## config.mk

```make
export PLATFORM = sky130hd
export DESIGN_NAME = pt_walk_unit
export DESIGN_NICKNAME = d
export VERILOG_FILES = /design/src/rtl/ptw_pkg.sv /design/src/rtl/ptw_index.sv /design/src/rtl/ptw_decode.sv /design/src/rtl/ptw_reloc.sv /design/src/rtl/pt_walk_unit.sv
export SDC_FILE = /design/constraint.sdc
export NUM_CORES = 1
export LEC_CHECK = 0
export BUFFER_PORTS_ARGS = -buffer_cell sky130_fd_sc_hd__buf_2
export CAP_MARGIN = 5
export CORE_AREA = 2 2 233 235
export CTS_CLUSTER_DIAMETER = 120
export DETAILED_ROUTE_END_ITERATION = 16
export DIE_AREA = 0 0 235 237
export PLACE_DENSITY_LB_ADDON = 0.3
export SYNTH_ARGS = -nofsm -noshare
export SYNTH_HDL_FRONTEND = slang
export SYNTH_SLANG_ARGS = --single-unit
```

## constraint.sdc

```tcl
create_clock -name clk -period 3.75 [get_ports clk]
set_clock_uncertainty 0.1 [all_clocks]
set_input_delay 0.1875 -clock clk [delete_from_list [all_inputs] [get_ports clk]]
set_output_delay 0.1875 -clock clk [all_outputs]
set_load 0.01 [all_outputs]
```

## src/rtl/ptw_pkg.sv

```systemverilog
package ptw_pkg;
    typedef enum logic [2:0] {S_IDLE, S_RANGE, S_ISSUE, S_WAIT, S_DONE} ptw_state_e;

    localparam int PAGE_BITS  = 12;
    localparam int SEG_ORG_LO = 11;
    localparam int CHK_R2_LO  = 53;
    localparam int CHK_R3_LO  = 42;
    localparam int CHK_SG_LO  = 31;
    localparam logic [63:0] LOW_LIMIT = 64'h2000;

    localparam logic [2:0] LV_PAGE = 3'd0;
    localparam logic [2:0] LV_SEG  = 3'd1;
    localparam logic [2:0] LV_R3   = 3'd2;
    localparam logic [2:0] LV_R2   = 3'd3;
    localparam logic [2:0] LV_R1   = 3'd4;

    localparam logic [7:0] EXC_PROT = 8'h04;
    localparam logic [7:0] EXC_SEG  = 8'h10;
    localparam logic [7:0] EXC_PAGE = 8'h11;
    localparam logic [7:0] EXC_SPEC = 8'h12;

    localparam logic [1:0] KIND_WRITE = 2'b01;
    localparam logic [1:0] KIND_FETCH = 2'b10;
    localparam logic [1:0] SPC_SEC    = 2'b10;
    localparam logic [1:0] SPC_HOME   = 2'b11;

    localparam int BIT_INVALID = 5;
    localparam int BIT_PG_INV  = 10;
    localparam int BIT_PG_RO   = 9;
endpackage

```

## src/rtl/ptw_index.sv

```systemverilog
module ptw_index import ptw_pkg::*; #(
    parameter int AW = 64
) (
    input  logic [2:0]    level,
    input  logic [AW-1:0] va,
    output logic [AW-1:0] offset
);
    localparam logic [AW-1:0] RMASK = AW'(64'h3FF8);
    localparam logic [AW-1:0] PMASK = AW'(64'h07F8);

    always_comb begin
        unique case (level)
            LV_R1:   offset = (va >> 50) & RMASK;
            LV_R2:   offset = (va >> 39) & RMASK;
            LV_R3:   offset = (va >> 28) & RMASK;
            LV_SEG:  offset = (va >> 17) & RMASK;
            default: offset = (va >> 9)  & PMASK;
        endcase
    end
endmodule

```

## src/rtl/ptw_decode.sv

```systemverilog
module ptw_decode import ptw_pkg::*; #(
    parameter int AW = 64
) (
    input  logic [2:0]    level,
    input  logic [AW-1:0] entry,
    input  logic          is_write,
    output logic          fault,
    output logic [7:0]    code,
    output logic [AW-1:0] next_origin,
    output logic          last,
    output logic          ro
);
    always_comb begin
        fault       = 1'b0;
        code        = 8'h00;
        last        = 1'b0;
        ro          = 1'b0;
        next_origin = {entry[AW-1:PAGE_BITS], {PAGE_BITS{1'b0}}};
        if (level >= LV_R3) begin
            if (entry[BIT_INVALID]) begin
                fault = 1'b1;
                code  = EXC_SEG;
            end else if (entry[3:2] != 2'(level - 3'd2)) begin
                fault = 1'b1;
                code  = EXC_SPEC;
            end
        end else if (level == LV_SEG) begin
            next_origin = {entry[AW-1:SEG_ORG_LO], {SEG_ORG_LO{1'b0}}};
            if (entry[BIT_INVALID]) begin
                fault = 1'b1;
                code  = EXC_SEG;
            end
        end else begin
            last = 1'b1;
            ro   = entry[BIT_PG_RO];
            if (entry[BIT_PG_INV]) begin
                fault = 1'b1;
                code  = EXC_PAGE;
            end else if (entry[BIT_PG_RO] && is_write) begin
                fault = 1'b1;
                code  = EXC_PROT;
            end
        end
    end
endmodule

```

## src/rtl/ptw_reloc.sv

```systemverilog
module ptw_reloc import ptw_pkg::*; #(
    parameter int AW = 64
) (
    input  logic [AW-1:0] raw,
    input  logic [AW-1:0] prefix,
    output logic [AW-1:0] relocated
);
    localparam logic [AW-1:0] LIMIT = AW'(LOW_LIMIT);

    always_comb relocated = (raw < LIMIT) ? raw + prefix : raw;
endmodule

```

## src/rtl/pt_walk_unit.sv

```systemverilog
module pt_walk_unit import ptw_pkg::*; #(
    parameter int AW = 64
) (
    input  logic          clk,
    input  logic          rst_n,
    input  logic          req_valid,
    input  logic [AW-1:0] req_va,
    input  logic [1:0]    req_kind,
    input  logic [1:0]    req_space,
    input  logic          xlate_en,
    input  logic [AW-1:0] root_pri,
    input  logic [AW-1:0] root_sec,
    input  logic [AW-1:0] root_home,
    input  logic [AW-1:0] prefix_base,
    output logic          busy,
    output logic          mem_rd_req,
    output logic [AW-1:0] mem_rd_addr,
    input  logic          mem_rd_valid,
    input  logic [AW-1:0] mem_rd_data,
    output logic          done,
    output logic          ok,
    output logic [AW-1:0] real_addr,
    output logic [2:0]    perm,
    output logic [7:0]    exc_code,
    output logic [AW-1:0] exc_word
);
    localparam logic [AW-1:0] PG_MASK = ~AW'((64'd1 << PAGE_BITS) - 1);

    ptw_state_e    state;
    logic [AW-1:0] va_q, root_q, origin_q, real_q, word_q;
    logic [2:0]    level_q, perm_q, mask_q;
    logic [1:0]    spc_q;
    logic          write_q, ok_q;
    logic [7:0]    code_q;

    logic [AW-1:0] offset, dec_next, reloc_in, reloc_out, sel_root;
    logic          dec_fault, dec_last, dec_ro, range_bad, use_pri;
    logic [7:0]    dec_code;
    logic [1:0]    sel_bits;
    logic [2:0]    sel_mask;

    ptw_index #(.AW(AW)) u_index (.level(level_q), .va(va_q), .offset(offset));

    ptw_decode #(.AW(AW)) u_decode (
        .level(level_q), .entry(mem_rd_data), .is_write(write_q),
        .fault(dec_fault), .code(dec_code), .next_origin(dec_next),
        .last(dec_last), .ro(dec_ro)
    );

    assign reloc_in = (state == S_IDLE) ? (req_va & PG_MASK) : (mem_rd_data & PG_MASK);

    ptw_reloc #(.AW(AW)) u_reloc (.raw(reloc_in), .prefix(prefix_base), .relocated(reloc_out));

    always_comb begin
        use_pri = (req_space[1] == 1'b0) || (req_space == SPC_SEC && req_kind == KIND_FETCH);
        if (use_pri) begin
            sel_root = root_pri;
            sel_bits = 2'b00;
        end else if (req_space == SPC_HOME) begin
            sel_root = root_home;
            sel_bits = 2'b11;
        end else begin
            sel_root = root_sec;
            sel_bits = 2'b10;
        end
        if (req_space == SPC_SEC)
            sel_mask = (req_kind == KIND_FETCH) ? 3'b001 : 3'b110;
        else
            sel_mask = 3'b111;
    end

    always_comb begin
        unique case (root_q[3:2])
            2'b11:   range_bad = 1'b0;
            2'b10:   range_bad = |(va_q >> CHK_R2_LO);
            2'b01:   range_bad = |(va_q >> CHK_R3_LO);
            default: range_bad = |(va_q >> CHK_SG_LO);
        endcase
    end

    always_ff @(posedge clk or negedge rst_n) begin
        if (!rst_n) begin
            state    <= S_IDLE;
            va_q     <= '0;
            root_q   <= '0;
            origin_q <= '0;
            real_q   <= '0;
            word_q   <= '0;
            level_q  <= LV_PAGE;
            perm_q   <= '0;
            mask_q   <= '0;
            spc_q    <= '0;
            write_q  <= 1'b0;
            ok_q     <= 1'b0;
            code_q   <= '0;
        end else begin
            unique case (state)
                S_IDLE: if (req_valid) begin
                    va_q    <= req_va & PG_MASK;
                    write_q <= (req_kind == KIND_WRITE);
                    root_q  <= sel_root;
                    spc_q   <= sel_bits;
                    mask_q  <= sel_mask;
                    if (!xlate_en) begin
                        ok_q   <= 1'b1;
                        code_q <= '0;
                        word_q <= '0;
                        real_q <= reloc_out;
                        perm_q <= 3'b111;
                        state  <= S_DONE;
                    end else begin
                        state <= S_RANGE;
                    end
                end
                S_RANGE: if (range_bad) begin
                    ok_q   <= 1'b0;
                    code_q <= EXC_SPEC;
                    word_q <= va_q | AW'(spc_q);
                    state  <= S_DONE;
                end else begin
                    level_q  <= {1'b0, root_q[3:2]} + 3'd1;
                    origin_q <= root_q & PG_MASK;
                    state    <= S_ISSUE;
                end
                S_ISSUE: state <= S_WAIT;
                S_WAIT: if (mem_rd_valid) begin
                    if (dec_fault) begin
                        ok_q   <= 1'b0;
                        code_q <= dec_code;
                        word_q <= va_q | AW'(spc_q) | ((dec_code == EXC_PROT) ? AW'(4) : AW'(0));
                        state  <= S_DONE;
                    end else if (dec_last) begin
                        ok_q   <= 1'b1;
                        code_q <= '0;
                        word_q <= '0;
                        real_q <= reloc_out;
                        perm_q <= mask_q & {1'b1, ~dec_ro, 1'b1};
                        state  <= S_DONE;
                    end else begin
                        level_q  <= level_q - 3'd1;
                        origin_q <= dec_next;
                        state    <= S_ISSUE;
                    end
                end
                S_DONE: state <= S_IDLE;
                default: state <= S_IDLE;
            endcase
        end
    end

    always_comb begin
        busy        = (state != S_IDLE);
        mem_rd_req  = (state == S_ISSUE);
        mem_rd_addr = origin_q + offset;
        done        = (state == S_DONE);
        ok          = ok_q;
        real_addr   = real_q;
        perm        = perm_q;
        exc_code    = code_q;
        exc_word    = word_q;
    end
endmodule

```

==> results.yml <==
critical_path:
  r2r_start: "state[0]"
  reg2reg_depth: 18
  critPathMaxStageDelay_ns: 0.45
  r2r_slack_ns: 0
  r2r_end: "real_addr[50]"
  crit_path_start_kind: "flip-flop"
  critPathKind: "reg -> out"
  critical_path_required_ns: 3.46
  crit_path_frequent_cell: "buf_4"
  critical_path.top_delay_family: "compound AO/OA/AOI/OAI gates"
  worst-path-buf-inv: 5
  end_kind: "primary output"
  worstPathMaxFanout: 5
  critical_path_arrival_ns: 3.66
  cp_slowest_cell: "a222oi_1"
  cp_cell_sequence: "inv_2 -> ha_4 -> a222oi_1 -> o21ai_1 -> ha_1 -> a21o_1 -> a21oi_1 -> buf_4 -> buf_12 -> nor2_4 -> and2_4 -> and3_4 -> buf_4 -> xor2_2 -> buf_4"
synthesis:
  synth.top_cell.area_share_pct: 40.5
  ys_types: 70
  synth_area_leaders: "dfrtp_1 (41%), nand2_1 (9.1%), a21oi_1 (5.7%)"
  postSynthCellCount: 2149
  synth-async-reset-ratio_pct: 100
  yosysSeqAreaShare_pct: 40.5
  syn-cell-area_um2: 18300
  synth.avg_cell_area_um2: 8.53
  synth_top_cell_by_area: "dfrtp_1"
  synth_flop_cell: "dfrtp_1"
  ys.warnings.count: 0
  synth-seq-cells: 297
  synth_edf_count: 0
floorplanning:
  io_pins: 600
  start_util_pct: 34.4
  die_h_um: 237
  dieArea_um2: 55700
  core_area_um2: 53300
  row_count: 85
  die_w_um: 235
cts:
  ctsRootBufferMaster: "clkbuf_16"
  clock_latency_ns: 0.57
  cts_buffers: 38
  cts_sinks: 297
  cts_max_level: 2
  cts_tree: "built"
  cts.clk_slew.worst_paths_ns: 0.06
  clk_path_buf_depth: 3
placement:
  hpwl_um: 70200
  port_buffers: 535
  place_congestion: 0.979
  post-place-cells: 3493
route:
  vias_per_cell: 5.45
  ant_nets: 0
  first_pass_iters: 6
  drt_iter0_markers: 1668
  detailroute.via_count: 20900
  drcViolationCount: 0
  wl_per_cell_um: 23.7
  wirelength_um: 90700
sta:
  hold_viol: 0
  timing.final.crit_share_pct: 105
  slew_viol_final: 0
  finalCriticalPeriod_ns: 3.94
  finalSetupViolations: 24
  grt_setup_unrepaired: "yes"
  fmax_mhz: 254
  tightestPinTransition_ns: 1.15
  max_slew_margin_pct: 22.8
  holdWs_ns: 0.0212
  layout_setup_ws_ns: -0.193
pwr:
  pwr-share-comb_pct: 60.8
  pwr-share-clk_pct: 15.0
  total_leakage_power_uw: 0.0143
  swShare_pct: 43.9
  p_seq_share_pct: 24.3
  p_switching_uw: 11000
  p_int_uw: 14100
  power_density_nw_per_um2: 868
  ir_drop_mv: 0.360
outcome:
  violations: "negative setup slack"
  status: "finished, violations left"
worst_hold_path:
  min_path_cells: 5
  holdCritStartpoint: "root_sec[12]"
  holdPathEnd: "root_q[12]"
  hp-class: "in -> reg"
finish:
  areaGrowthSynthToFinish_pct: 57.8
  final_nets: 3572
  nFillCells: 4942
  layout-drive-gt1-share_pct: 37.6
  instances_no_fill: 3833
job:
  drv_cap: 0
global_routing:
  grt_pass1_wl_um: 131000
  grt_util_all_layers_pct: 31.2
  grt_pass1_vias: 20600
  overflow: 0
  antenna_found_initial: 4
  grt_max_degree: 100
-- final cells by class --
class / instances / area, um^2 / share of cell area [%]
multi-input combinational: 1682 / 11700 / 40.5
timing repair buffer: 1060 / 7520 / 26.0
sequential: 297 / 7430 / 25.7
clock buffer: 47 / 1040 / 3.58
tap: 696 / 871 / 3.01
clock inverter: 18 / 229 / 0.791
inverter: 30 / 115 / 0.398
antenna: 3 / 7.51 / 0.0259
-- cell families (layout without fill, tap and decap cells) --
logic type	Yosys count	after routing	share of synthesized area, %
and+or+nand+nor	771	771	18.7
AOI/OAI and AO/OA	603	603	19.8
DFF	297	297	40.5
buffers and inverters	185	1155	4.28
muxes	124	124	7.14
xor gates and xnor gates	98	98	4.68
adders and majority gates	70	70	4.86
other	1	19	0.0204
-- how the worst max path moves through the flow --
stage / startpoint / endpoint / slack (ns) / cells past startpoint
6_report: level_q[1] / mem_rd_addr[22] / -0.19 / 15
5_1_grt: level_q[1] / mem_rd_addr[22] / -0.24 / 15
4_1_cts: level_q[1] / mem_rd_addr[59] / -0.26 / 13
3_5_place_dp: state[0] / real_addr[49] / -0.21 / 15
3_3_place_gp: state[0] / real_addr[49] / -0.17 / 15
2_1_floorplan: state[0] / real_addr[48] / 0.04 / 19
-- metal layers --
metal  vias to the layer above  part of all wire, %  track usage [%]
met5                         -                    0                0
met4                         0                  3.5             9.72
met3                       161                  7.7             6.38
met2                       951                   47             52.2
met1                     10200                   42             40.6
li1                       9562                    -                -
-- sequential cells by signal (all words and copies together) (netlist names) --
register	count
real_addr	64
exc_word	55
root_q	54
origin_q	53
va_q	52
exc_code	4
level_q	3
perm	3
state	3
mask_q	2
spc_q	2
ok	1
write_q	1
-- stage by stage --
step	util [%]	area, um^2	setup WS, ns	power, uW	setup TNS (ns)
after floorplan	-	18400	0.0361	12600	0
after global placement	43.9	23400	-0.168	18700	-1.20
after detailed placement	43.9	23400	-0.212	18900	-2.26
after CTS	51.5	27400	-0.257	23400	-4.57
after global routing	54.3	28900	-0.241	26600	-7.20
final	54.3	28900	-0.193	25100	-1.90
-- synth_stat cells (4+ instances only) --
cell	instances
nor4_1	22
xor2_1	41
clkbuf_1	118
or3_1	4
nand3_1	114
xnor2_1	57
or4_1	6
and4_1	5
o21ai_1	43
a21o_1	26
nor2_1	67
a41oi_1	4
nor3b_1	5
buf_4	17
inv_1	28
o221ai_1	4
a22o_1	54
a31oi_1	12
dfrtp_1	297
nand2b_1	10
o21bai_1	6
o21a_1	13
o211ai_1	12
o21ai_0	160
nor2b_1	6
a211oi_1	10
a222oi_1	11
nor3_1	22
buf_1	14
nand4_1	24
ha_1	68
and3_1	18
o31ai_1	7
a21oi_1	208
and2_1	10
nand2_1	447
mux2_2	54
mux2i_1	70
-- tightest hold or removal path: stages --
cell,delay [ns]
buf_2,0.07
nand2_1,0.04
a21oi_1,0.13
a21oi_1,0.09
o21ai_0,0.14
-- repair_timing --
action | 4_1_cts | 5_1_grt
hold endpoints to repair | 263 | 0
setup buffers | 16 | 36
endpoints found under the setup margin | 69 | 137
pin swaps | 28 | 119
cloned | 0 | 3
resized for setup | 98 | 230
hold buffers | 222 | 0
-- cells in the final DEF (no fill, tap or decap), types with 24 or more instances in the layout --
cell type	Yosys	final
nand2_2	0	24
clkbuf_16	0	42
a21oi_1	208	179
mux2i_1	70	66
dfrtp_1	297	295
nand4_1	24	24
o21ai_0	160	139
a22o_1	54	54
a21oi_2	0	24
buf_2	3	524
ha_1	68	33
mux2_2	54	53
dlygate4sd3_1	0	222
xnor2_1	57	38
a21o_1	26	24
xor2_1	41	38
buf_4	17	273
nand2_1	447	413
o21ai_1	43	54
nand3_1	114	104
ha_4	0	31
nor2_1	67	53
-- power by group through the flow --
| stage | Sequential [uW] | Clock (uW) | Combinational, uW |
|---|---|---|---|
| after floorplan | 5840 | 0 | 6770 |
| after global placement | 5960 | 0 | 12700 |
| after detailed placement | 6020 | 0 | 12800 |
| after CTS | 6000 | 3850 | 13600 |
| after global routing | 6250 | 3990 | 16400 |
| final | 6090 | 3760 | 15300 |
Note: power is estimated with default switching activity, not from simulation.
